## config.mk

```make
export PLATFORM = sky130hd
export DESIGN_NAME = irq_edge_bank
export DESIGN_NICKNAME = d
export VERILOG_FILES = /design/src/rtl/irq_edge_pkg.sv /design/src/rtl/irq_pin_sync.sv /design/src/rtl/irq_edge_det.sv /design/src/rtl/irq_pend_bank.sv /design/src/rtl/irq_edge_bank.sv
export SDC_FILE = /design/constraint.sdc
export NUM_CORES = 1
export LEC_CHECK = 0
export BUFFER_PORTS_ARGS = -buffer_cell sky130_fd_sc_hd__buf_2
export CORE_MARGIN = 5
export CORE_UTILIZATION = 41
export DETAILED_ROUTE_END_ITERATION = 16
export PLACE_DENSITY = 0.7
export SLEW_MARGIN = 20
export SYNTH_ARGS = -nofsm -noshare
export SYNTH_HDL_FRONTEND = slang
export SYNTH_HIERARCHICAL = 1
export SYNTH_SLANG_ARGS = --single-unit
```

## constraint.sdc

```tcl
create_clock -name clk -period 1.37 [get_ports clk]
set_input_delay 0.2055 -clock clk [delete_from_list [all_inputs] [get_ports clk]]
set_output_delay 0.2055 -clock clk [all_outputs]
set_load 0.02 [all_outputs]
```

## src/rtl/irq_edge_pkg.sv

```systemverilog
package irq_edge_pkg;
  parameter int unsigned IRQ_PINS   = 5;
  parameter int unsigned FIXED_PINS = 3;
  parameter int unsigned POL_PINS   = IRQ_PINS - FIXED_PINS;
  parameter int unsigned EXT_STAT   = 3;
  parameter int unsigned STAT_W     = IRQ_PINS + EXT_STAT;
endpackage

```

## src/rtl/irq_pin_sync.sv

```systemverilog
module irq_pin_sync #(
  parameter int unsigned WIDTH = 5
) (
  input  logic             clk,
  input  logic             rst_n,
  input  logic [WIDTH-1:0] async_i,
  output logic [WIDTH-1:0] sync_o
);
  logic [WIDTH-1:0] stage1_q, stage2_q;
  logic [WIDTH-1:0] stage1_d, stage2_d;

  always_comb begin
    stage1_d = async_i;
    stage2_d = stage1_q;
  end

  always_ff @(posedge clk or negedge rst_n) begin
    if (!rst_n) begin
      stage1_q <= '0;
      stage2_q <= '0;
    end else begin
      stage1_q <= stage1_d;
      stage2_q <= stage2_d;
    end
  end

  assign sync_o = stage2_q;
endmodule

```

## src/rtl/irq_edge_det.sv

```systemverilog
module irq_edge_det #(
  parameter int unsigned WIDTH     = 5,
  parameter int unsigned FIXED     = 3,
  parameter int unsigned POL_W     = WIDTH - FIXED
) (
  input  logic             clk,
  input  logic             rst_n,
  input  logic             enable_i,
  input  logic [WIDTH-1:0] level_i,
  input  logic [POL_W-1:0] pol_i,
  output logic [WIDTH-1:0] fall_o
);
  logic [WIDTH-1:0] pol_full;
  logic [WIDTH-1:0] shaped;
  logic [WIDTH-1:0] prev_q, prev_d;

  for (genvar g = 0; g < WIDTH; g++) begin : g_pol
    if (g < FIXED) begin : g_fixed
      assign pol_full[g] = 1'b0;
    end else begin : g_sel
      assign pol_full[g] = pol_i[g-FIXED];
    end
  end

  always_comb begin
    shaped = level_i ^ pol_full;
    prev_d = shaped;
    fall_o = enable_i ? (prev_q & ~shaped) : '0;
  end

  always_ff @(posedge clk or negedge rst_n) begin
    if (!rst_n) prev_q <= '0;
    else        prev_q <= prev_d;
  end
endmodule

```

## src/rtl/irq_pend_bank.sv

```systemverilog
module irq_pend_bank #(
  parameter int unsigned WIDTH = 5
) (
  input  logic             clk,
  input  logic             rst_n,
  input  logic             enable_i,
  input  logic [WIDTH-1:0] set_i,
  input  logic             wr_stb_i,
  input  logic [WIDTH-1:0] wr_data_i,
  input  logic [WIDTH-1:0] ack_clr_i,
  output logic [WIDTH-1:0] pend_o
);
  logic [WIDTH-1:0] pend_q, pend_d;
  logic [WIDTH-1:0] held_q;
  logic             stb_q;
  logic             wr_end;
  logic [WIDTH-1:0] clr_vec;
  logic             pend_en;
  logic             held_en;

  always_comb begin
    wr_end  = stb_q & ~wr_stb_i;
    clr_vec = ack_clr_i | (wr_end ? ~held_q : '0);
    pend_d  = enable_i ? (set_i | (pend_q & ~clr_vec)) : '0;
    pend_en = enable_i | (|pend_q);
    held_en = wr_stb_i;
  end

  always_ff @(posedge clk or negedge rst_n) begin
    if (!rst_n) begin
      pend_q <= '0;
      held_q <= '0;
      stb_q  <= 1'b0;
    end else begin
      stb_q <= wr_stb_i;
      if (held_en) held_q <= wr_data_i;
      if (pend_en) pend_q <= pend_d;
    end
  end

  assign pend_o = pend_q;
endmodule

```

## src/rtl/irq_edge_bank.sv

```systemverilog
module irq_edge_bank
  import irq_edge_pkg::*;
(
  input  logic                clk,
  input  logic                rst_n,
  input  logic [IRQ_PINS-1:0] pin_i,
  input  logic [POL_PINS-1:0] pol_i,
  input  logic                port_mode_i,
  input  logic [IRQ_PINS-1:0] mask_i,
  input  logic                wr_stb_i,
  input  logic [IRQ_PINS-1:0] wr_data_i,
  input  logic [IRQ_PINS-1:0] ack_clr_i,
  input  logic                irq_n_i,
  input  logic                rd_hs_i,
  input  logic                wr_hs_i,
  output logic [IRQ_PINS-1:0] req_o,
  output logic                edge3_o,
  output logic                edge4_o,
  output logic [STAT_W-1:0]   status_o
);
  logic                rst_meta_q, rst_core_n;
  logic [IRQ_PINS-1:0] pin_sync;
  logic [IRQ_PINS-1:0] fall;
  logic [IRQ_PINS-1:0] pend;

  always_ff @(posedge clk or negedge rst_n) begin
    if (!rst_n) begin
      rst_meta_q <= 1'b0;
      rst_core_n <= 1'b0;
    end else begin
      rst_meta_q <= 1'b1;
      rst_core_n <= rst_meta_q;
    end
  end

  irq_pin_sync #(.WIDTH(IRQ_PINS)) u_sync (
    .clk     (clk),
    .rst_n   (rst_core_n),
    .async_i (pin_i),
    .sync_o  (pin_sync)
  );

  irq_edge_det #(.WIDTH(IRQ_PINS), .FIXED(FIXED_PINS), .POL_W(POL_PINS)) u_edge (
    .clk      (clk),
    .rst_n    (rst_core_n),
    .enable_i (port_mode_i),
    .level_i  (pin_sync),
    .pol_i    (pol_i),
    .fall_o   (fall)
  );

  irq_pend_bank #(.WIDTH(IRQ_PINS)) u_pend (
    .clk       (clk),
    .rst_n     (rst_core_n),
    .enable_i  (port_mode_i),
    .set_i     (fall),
    .wr_stb_i  (wr_stb_i),
    .wr_data_i (wr_data_i),
    .ack_clr_i (ack_clr_i),
    .pend_o    (pend)
  );

  always_comb begin
    req_o    = pend & mask_i;
    edge3_o  = fall[3];
    edge4_o  = fall[4];
    status_o = {wr_hs_i, rd_hs_i, irq_n_i, pend};
  end
endmodule

```

# --- Word level (Yosys, flattened, before mapping) ---
# Cells that the tools add are included.
word_totals:
  output_inout_bits: 15
  register_bits: 28
  wordCells: 24
op_classes:
  reduce_logical: 1
  n_bitwise: 12
  n_mux: 3
op_table:
  columns: ["op", "count"]
  rows:
  - ["5-bit AND", 3]
  - ["5-bit two-way mux", 3]
  - ["5-bit inverter", 3]
  - ["5-bit bitwise OR", 2]
  - ["5-bit OR reduction", 1]
  - ["5-bit bitwise XOR", 1]
  - ["1-bit AND", 1]
  - ["1-bit inverter", 1]
  - ["1-bit bitwise OR", 1]

# --- Depth between registers and ports, before layout ---
# Gate-level depths: netlist of the first run.
depth:
  depth_word: 8
  mapped_depth: 4

# --- Hierarchy ---
# The synthesis of the first run kept the hierarchy.
by_module_without_submodules:
  columns: ["module", "n_inst", "cells_per_inst", "area_each_um2"]
  rows:
  - ["irq_pend_bank", 1, 33, 475.5]
  - ["irq_pin_sync", 1, 10, 250.2]
  - ["irq_edge_det", 1, 14, 183.9]
  - ["irq_edge_bank", 1, 11, 107.6]

# --- Worst setup path before layout of the first run ---
# Ideal clock, no wire load.
synth_timing:
  kind: "reg2reg"
  startpoint: "register u_sync.stage2_q[3], in the netlist u_sync/sync_o[3]"
  endpoint: "register u_pend.pend_q[3], in the netlist u_pend/pend_o[3]"
  setup_slack_ns: 0.104
  t_arrival_ns: 1.143
  path_stages_with_launch: 5
  path_buffers: 0
  cell_sequence: "dfrtp_1 > xor2_1 > nor2_1 > or2_2 > o221a_1"
synth_between:
  elab_chain_cells: 6
synth_lines:
  columns: ["element", "line", "text"]
  rows:
  - ["from (decl)", "irq_pin_sync.sv:9", "logic [WIDTH-1:0] stage1_q, stage2_q;"]
  - ["from (signal assigned)", "irq_pin_sync.sv:23", "stage2_q <= stage2_d;"]
  - ["5-bit bitwise XOR", "irq_edge_det.sv:26", "shaped = level_i ^ pol_full;"]
  - ["named net u_edge.prev_d[3]", "irq_edge_det.sv:15", "logic [WIDTH-1:0] prev_q, prev_d;"]
  - ["5-bit inverter", "irq_edge_det.sv:28", "fall_o = enable_i ? (prev_q & ~shaped) : '0;"]
  - ["5-bit AND", "irq_edge_det.sv:28", null]
  - ["5-bit two-way mux", "irq_edge_det.sv:28", null]
  - ["named net edge3_o", "irq_edge_bank.sv:17", "output logic edge3_o,"]
  - ["5-bit bitwise OR", "irq_pend_bank.sv:24", "pend_d = enable_i ? (set_i | (pend_q & ~clr_vec)) : '0;"]
  - ["5-bit two-way mux", "irq_pend_bank.sv:24", null]
  - ["to (signal assigned)", "irq_pend_bank.sv:37", "if (pend_en) pend_q <= pend_d;"]
  - ["to (decl)", "irq_pend_bank.sv:13", "logic [WIDTH-1:0] pend_q, pend_d;"]
# The timed path passes the listed nets, and every way through them passes these cells.
# A chain may end at the register's enable or synchronous reset.

# --- Final worst setup path of the first run ---
layout_timing:
  startpoint: "register u_sync.stage2_q[4], in the netlist u_sync/sync_o[4]"
  endpoint: "output port edge4_o"
layout_between:
  elab_chain_cells: 4
layout_lines:
  columns: ["element", "line", "text"]
  rows:
  - ["5-bit bitwise XOR", "irq_edge_det.sv:26", null]
  - ["named net u_edge.prev_d[4]", "irq_edge_det.sv:15", null]
  - ["5-bit inverter", "irq_edge_det.sv:28", null]
  - ["5-bit AND", "irq_edge_det.sv:28", null]
  - ["5-bit two-way mux", "irq_edge_det.sv:28", null]
  - ["to (decl)", "irq_edge_bank.sv:18", "output logic edge4_o,"]
# The timed path passes the listed nets, and every way through them passes these cells.

==> results.md, run 1 <==
Run status:
- The run finished, with violations left.
- The final reports fail on setup timing.

Critical path:
- The maximum fanout along the worst path is 2.
- For the worst flop-to-flop path, the logic depth is 5.
- The kind of end point of the critical path is a primary output.
- The launch instance of the worst register-to-register path is u_sync/sync_o[4]$_DFF_PN0_.
- In this run the register-to-register setup slack is ~0.040 ns.
- The signal on the critical path passes through xor2_2 > nor2_2 > buf_6.
- The largest incremental delay on the critical path is about 0.42 ns.
- The arrival time of data at the critical path endpoint is between 1 and 1.5 ns.
- The worst setup path is launched from a flip-flop.
- The worst register-to-register path ends at u_pend/pend_o[4]$_DFFE_PN0P_.
- The critical path start-end classification is reg -> out.
- The slowest stage of the critical path belongs to the cell dfrtp_1.
- The required time of the critical path is 1.16 ns.

STA:
- The hold violation total from the final report was 0.
- The worst path uses 101% of the clock period.
- Setup repair after global routing could not meet its margin everywhere.
- The worst setup margin is -0.00884 ns.
- The count of pins over their slew limit is 0.
- The worst hold margin is a little under 0.09 ns.
- The worst path in the final design needs a cycle of 1.38 ns, including I/O delays and setup.
- The final total negative setup slack is -0.00932 ns.
- Setup violations remaining at the end of the flow were counted as 2.
- The maximum clock skew at final layout is 0.00671 ns.
- The maximum achievable frequency is 725 MHz.

Global routing:
- The overflow left after global routing is 0.
- The initial antenna violation count is 0.
- The first global-routing pass estimated 2930 um of wire.
- Across every metal layer, demand over resource in global routing totals 11.2%.
- For this run, global-route usage on met1 was measured as 13.4%.
- The number of global-route vias before repair is between 600 and 700.
- The fraction of met3 tracks used by global routing is under 10%.
- The most used routing layer is met2.
- Entering global routing, the biggest net connects 17 pins.
- The met2 global-route usage is 18.5%.

Finish:
- In the final layout, flip-flops and latches occupy 701 um^2.
- In the layout the commonest cells are buf_2, dfrtp_1, dlygate4sd3_1.
- The leading cell type in the layout, fill and taps excluded is buf_2.
- The net count of the finished layout is approximately 140.
- The diode insertion count for antenna repair is 0.
- The layout cell share with drive strength beyond 1 is 49.6%.
- The layout filler cell count is between 200 and 250.
- For this run, the share of the core covered by cells in the final layout is between 50% and 60%.
- Compared with the post-synthesis result, the final layout area differs by 33.3%.
- In the final layout, the multi-input gates occupy between 300 and 400 um^2.

Floorplanning:
- The initial utilization of the core area, before any placement, comes to 41.8%.
- The number of rows created at floorplan is 18.
- The total area inside the core boundary comes to about 0.0024 mm^2.
- The die height is 59.8 um.
- The number of primary I/O pins is 44.
- The die covers roughly 0.0036 mm^2.
- The die extent in x is 59.8 um.

Routing:
- The count of nets left with antenna violations after detail routing is 0.
- The first-pass iteration count of the detailed router is 4.
- The average routed wire per standard cell is 12.2 um.
- Using the TritonRoute via totals, the vias-per-cell ratio works out to 4.57.
- The routed layout has approximately 650 vias.
- In the routed design, unresolved DRC markers number 0.
- The total wirelength of the detailed-routed design is roughly 1700 um.
- The first routing iteration left 5 violations.

Yosys:
- The mapped netlist covers 0.00102 mm^2.
- Counting flops and latches in the post-synthesis netlist gives 28.
- The proportion of synthesized chip area in sequential cells is 68.9%.
- For this run, the number of Yosys warnings is 6.
- Synthesis produced a netlist with a net count of 97.
- The post-synthesis cell type count is 16.
- After technology mapping, the gate count stands at 68.
- After synthesis, the mean cell area works out to 15.0 um^2.

Clock network:
- The master cell of the clock root buffer is clkbuf_4.
- In this run the number of H-tree levels came out at 1.
- The clock passes through at most 2 buffers.
- After clock tree synthesis, the clock-pin slew on the worst setup and hold paths is between 0.1 and 0.15 ns.
- At the later pin of the worst-skew pair, clock insertion delay measures around 0.31 ns.
- The clock drives 28 sinks.
- Buffers inserted during clock tree synthesis total 3.
- TritonCTS built the clock tree.

Power and ir drop:
- The static leakage power is between 0.0006 and 0.0007 uW.
- IR analysis of the VDD net gives a maximum drop of approximately 0.53 mV.
- The total power density per cell area is just over 1000 mW/mm^2.

Hold path:
- The hold path depth is 1.
- The startpoint identified for the worst hold timing path is wr_stb_i.
- The type of the worst min-delay path is in -> reg.
- The worst hold path terminates at u_pend/stb_q$_DFF_PN0_.

Place:
- The final weighted congestion in routability-driven placement is 0.679.
- The HPWL after detailed placement is 1360 um.
- The number of port buffers is 37.

Flow run:
- The max-capacitance violation count is 0.
[flip-flops by register name, summed over array words and instances (netlist names)]
signal	count
u_pend/pend_o	5
rst_meta_q	1
u_edge/prev_q	5
rst_core_n	1
u_pend/held_q	5
u_sync/stage1_q	5
u_sync/sync_o	5
u_pend/stb_q	1
[metrics by stage]
step / std cells / cell area [um^2] / power (uW) / setup slack (ns)
finish: 143 / 1360 / 1390 / -0.00884
detailed placement: 132 / 1230 / 1070 / 0.0521
global route: 143 / 1360 / 1470 / -0.0808
CTS: 143 / 1340 / 1420 / -0.0231
global placement: 132 / 1230 / 1060 / 0.170
floorplan: 68 / 1020 / 1010 / 0.104
[repair_timing]
| item | 4_1_cts | 5_1_grt |
|---|---|---|
| pin swaps | 2 | 1 |
| hold buffers | 6 | 0 |
| setup endpoints to repair | 2 | 3 |
| setup buffers | 2 | 0 |
| endpoints found under the hold margin | 7 | 0 |
| gates resized for setup | 5 | 3 |
[worst max-delay path: cells and delay by family (launching register included)]
kind,cells,cell delay (ns)
xor gates and xnor gates,1,0.16
buffers and inverters,1,0.13
DFF,1,0.42
and+or+nand+nor,1,0.15
[per-layer routing]
layer / part of all wire (%) / wire (um) / up-vias
met3: 12 / 205 / 2
li1: - / - / 312
met2: 48 / 832 / 31
met4: 1.6 / 28 / 0
met5: 0 / 0 / -
met1: 39 / 679 / 309
[area by class of cell]
cell class,count,share of cell area [%]
Sequential cell,28,51.7
Clock buffer,3,1.66
Timing Repair Buffer,46,21.6
Tap cell,30,2.77
Multi-Input combinational cell,36,22.3
[power by group]
part	switching [uW]	total (uW)	internal (uW)
Clock	204	307	103
Combinational	76.6	179	102
Sequential	26.2	902	876
Total	307	1390	1080
[worst max path at each step]
| stage | slack (ns) | start | end |
|---|---|---|---|
| 6_report | -0.009 | u_sync/sync_o[4]$_DFF_PN0_ | edge4_o |
| 5_1_grt | -0.08 | u_sync/sync_o[3]$_DFF_PN0_ | edge3_o |
| 4_1_cts | -0.02 | u_sync/sync_o[4]$_DFF_PN0_ | edge4_o |
| 3_5_place_dp | 0.05 | u_sync/sync_o[3]$_DFF_PN0_ | u_pend/pend_o[3]$_DFFE_PN0P_ |
| 3_3_place_gp | 0.17 | u_sync/sync_o[3]$_DFF_PN0_ | u_pend/pend_o[3]$_DFFE_PN0P_ |
| 2_1_floorplan | 0.10 | u_sync/sync_o[3]$_DFF_PN0_ | u_pend/pend_o[3]$_DFFE_PN0P_ |
[kinds of logic (layout without fill, tap and decap cells)]
logic type | Yosys count | in the layout | synth area share, %
AOI/OAI and AO/OA | 5 | 5 | 5.53
xor gates and xnor gates | 2 | 2 | 1.72
buffers and inverters | 4 | 49 | 3.32
DFF | 28 | 28 | 68.9
muxes | 5 | 5 | 5.53
other | 1 | 1 | 0.369
and+or+nand+nor | 23 | 23 | 14.6
[Yosys cell counts]
cell / instances / area (um^2)
buf_6: 1 / 11.3
mux2_2: 5 / 56.3
nand2b_4: 1 / 13.8
and3b_1: 3 / 26.3
conb_1: 1 / 3.75
nor2b_1: 5 / 31.3
xor2_1: 2 / 17.5
and2_1: 5 / 31.3
buf_4: 3 / 22.5
o221a_1: 3 / 33.8
or2_2: 1 / 6.26
or2_1: 4 / 25.0
o221a_2: 2 / 22.5
nand2_1: 2 / 7.51
dfrtp_1: 28 / 701
nor2_1: 2 / 7.51
(Power assumes the default switching activity.)
==> run 2, diff against run 1 <==
- CORE_ASPECT_RATIO: unset -> 0.9
- PLACE_DENSITY: 0.7 -> 0.8
- SYNTH_HIERARCHICAL: 1 -> unset
==> run 2 against run 1 <==
The run still ends with setup timing left. Flip-flop and latch count stayed put. Register-to-register slack better by 0.38 ns. Clock power is 68% higher. Combinational power is 10% higher. Via count is 3.4% higher. Non-clock buffer count is 1 lower. Core utilization is 0.12 points higher. Critical path type unchanged. Highest routed layer is now met3.
==> results.md, run 2 <==
Power and ir drop:
- The static leakage power is 0.000664 uW.
- In this run the power spent charging and discharging nets is around 340 uW.
- The clock network burns 31.8% of the power.
- The post-route total power is between 1500 and 2000 uW.
- The internal power of the cells totals 1280 uW.
- The largest vdd supply drop is between 0.8 and 0.9 mV.
- The combinational group share of total power is 12.1%.
- Of the total power, the share spent switching nets is 21.1%.
- The total power density per cell area is 1200 mW/mm^2.
- The sequential share of power is 56.1%.

Finish:
- Compared with the post-synthesis result, the final layout area differs by 32.1%.
- The number of cells in the finished layout apart from fillers is between 100 and 150.
- The library cell used most frequently in the layout, excluding fill and tap cells, is buf_2.
- The net count of the finished layout is 142.
- The layout cell share with drive strength beyond 1 is between 40 and 50%.
- The diode insertion count for antenna repair is 0.
- The top cell types in the final layout, fill and taps aside, are buf_2, dfrtp_1, nand3b_1, dlygate4sd3_1, and2_1.
- The final core area utilization is 55.9%.

Clock network:
- The number of clock buffers added by TritonCTS is 3.
- TritonCTS built the clock tree.
- The number of levels the H-tree was split into is 1.
- The clock insertion delay at the later pin of the skew report is 0.32 ns.
- Clock-pin slew was measured on the worst setup and hold paths at 0.14 ns.
- CTS saw 28 sinks.
- The master cell of the clock root buffer is clkbuf_4.
- No sink is reached through more buffers than the 2 on the longest clock path.

Yosys:
- The most frequently used flop master after synthesis is dfrtp_1.
- Yosys instantiated no cell more often than dfrtp_1.
- The synthesized net count is 97.
- The average footprint of a synthesized cell is 15.1 um^2.
- Sorting the synthesized cells by how often they occur yields dfrtp_1, nand3b_1, and2_1, mux2_4, nand2_1.
- In this run, synthesis produced a sequential element count of 28.
- The netlist area before placement is 0.00103 mm^2.
- The post-synthesis cell type count is 16.
- For this run, asynchronously set or reset flops after synthesis account for 100%.
- Synthesis produced 68 cells.
- Sorting the synthesized cells by area gives the leading types as dfrtp_1, mux2_4, nand3b_1.
- Of the synthesized area, sequential elements account for a little under 70%.
- The cell taking the most area after synthesis is dfrtp_1.
- The warning count from the yosys run is 0.
- The number of synthesized flops with an enable pin is 0.
- The share of the synthesized area in the top cell type is 68.3%.

Run status:
- The final reports fail on setup timing.
- The run finished, with violations left.

Floorplanning:
- The initialized floorplan defines 17 standard-cell rows.
- The die area is approximately 0.0036 mm^2.
- The die extent in x is approximately 63 um.
- The number of primary I/O pins is 44.
- The die height is around 57 um.
- For this configuration, the core starts out at a cell density of 42.3%.
- The core footprint is approximately 0.0024 mm^2.

Global routing:
- The overflow left after global routing is 0.
- In the global route stage, overall resource usage came out at 11.7%.
- The maximum number of pins on one net before global-route repair is 27.
- The initial antenna violation count came to 0.
- The first-pass GRT wire length is 3330 um.
- The number of global-route vias before repair is 746.

STA:
- The count of pins over their slew limit was 0.
- The worst path uses 101% of the clock period.
- The maximum clock skew at final layout is 0.0119 ns.
- The maximum achievable frequency is roughly 720 MHz.
- The hold violation total from the final report was 0.
- The worst setup margin is -0.0189 ns.
- Setup violations remaining at the end of the flow were counted as 1.
- The shortest clock period the worst path allows after layout is roughly 1.4 ns.
- Setup repair after global routing could not meet its margin everywhere.

Critical path:
- On the worst path, the slowest cell contributes a delay of 0.43 ns.
- The cell with the biggest individual delay on the critical path is dfrtp_1.
- The kind of end point of the critical path is a primary output.
- Walking the worst path, the cells encountered are xor2_2 > nor2_1 > buf_4.
- For the worst setup path, the data arrival time is 1.18 ns.
- Together, buffers and inverters on the worst path number 1.
- In this run the worst setup path begins at u_sync.sync_o[3]$_DFF_PN0_.
- The required time of the critical path is ~1.2 ns.
- STA classifies the critical path startpoint as a flip-flop.
- The maximum fanout along the worst path is 2.
- The critical path start-end classification is reg -> out.
- The launch instance of the worst register-to-register path is u_sync.sync_o[3]$_DFF_PN0_.
- The cell family contributing the most delay on the critical path is flip-flops.

Routing:
- The via density per instance is roughly 4.8.
- The count of nets left with antenna violations after detail routing is 0.
- The via total after detailed routing is 676.
- After detailed routing, the total wire length is 1890 um.
- The first routing iteration left 6 violations.
- In the final routed layout, each cell accounts on average for 13.5 um.
- The remaining routing DRC violations is 0.
- The first-pass iteration count of the detailed router is 4.

Place:
- In this run the tool buffered the top-level ports with 37 buffer cells.
- Once detailed placement completed, the half-perimeter wirelength came to approximately 1400 um.
- The congestion estimate from routability-driven global placement came to approximately 0.67.
- In this run, placement finished with an instance count of 129.
- At the placement stage, the worst setup path has a slack of 0.329 ns.

Hold path:
- In this run the most critical hold path is launched from ack_clr_i[3].
- The type of the worst min-delay path is in -> reg.

Flow run:
- The max-capacitance violation count is 0.
## run 2: cell types whose count changed in the layout (fill, tap and decap cells not counted), moves of 3 or more
cell / change
and3b_1: -3
mux2_2: -4
mux2_4: +4
nand3b_1: +6
nor2b_1: -5
nor3b_1: +3
o21ai_0: +3
o221a_1: -3
or2_1: -4
## run 2: timing repair
item,4_1_cts,5_1_grt
hold buffers,6,0
hold endpoints to repair,7,0
setup endpoints to repair,2,2
buffers inserted,0,1
pin swaps,2,1
resized for setup,4,0
## run 2: final cells by class
class                           instances  area (um^2)
Clock buffer                            3         22.5
Tap cell                               28         35.0
Multi-Input combinational cell         35          302
Clock inverter                          1         30.0
Fill cell                             213         1070
Sequential cell                        28          701
Timing Repair Buffer                   45          265
## run 2: power by group through the flow
stage / clock (uW) / sequential, uW / combinational (uW)
3_5_place_dp: 0 / 924 / 177
3_3_place_gp: 0 / 920 / 171
5_1_grt: 573 / 916 / 219
6_report: 515 / 909 / 197
2_1_floorplan: 0 / 939 / 98.6
4_1_cts: 540 / 909 / 195
## run 2: worst paths after layout
| check | end | slack (ns) | depth (start not counted) |
|---|---|---|---|
| hold / removal | u_pend.pend_o[3]$_DFFE_PN0P_ | 0.07 | 2 |
| min in group asynchronous | rst_meta_q$_DFF_PN0_ | 0.16 | 2 |
| max in group asynchronous | u_pend.held_q[1]$_DFFE_PN0P_ | 0.89 | 1 |
| setup reg to reg | u_pend.pend_o[3]$_DFFE_PN0P_ | 0.42 | 3 |
| hold reg to reg | u_pend.held_q[4]$_DFFE_PN0P_ | 0.23 | 1 |
| setup / recovery | edge3_o | -0.02 | 3 |
## run 2: stage by stage
step | hold slack (ns) | TNS (ns) | cell area, um^2
after floorplan | -0.0901 | 0 | 1030
after global placement | -0.00897 | 0 | 1210
after detailed placement | -0.00485 | 0 | 1210
after CTS | 0.0512 | -0.0151 | 1350
after global routing | 0.0404 | -0.196 | 1360
final | 0.0657 | -0.0189 | 1360
## run 2: per-layer routing
| metal | part of all wire [%] | vias to the layer above | GRT usage, % |
|---|---|---|---|
| met3 | 7.7 | 0 | 5.12 |
| li1 | - | 310 | - |
| met5 | 0 | - | 0 |
| met1 | 39 | 342 | 13.3 |
| met4 | 0 | 0 | 2.12 |
| met2 | 53 | 24 | 20.9 |
## run 2: kinds of logic after synthesis
| family | count (synthesis) | synth area share (%) |
|---|---|---|
| flops | 28 | 68.3 |
| simple gates | 22 | 14.3 |
| compound gates | 5 | 4.63 |
| mux | 5 | 6.95 |
| buf+inv | 5 | 3.78 |
| xor+xnor | 2 | 1.71 |
| other cells | 1 | 0.366 |
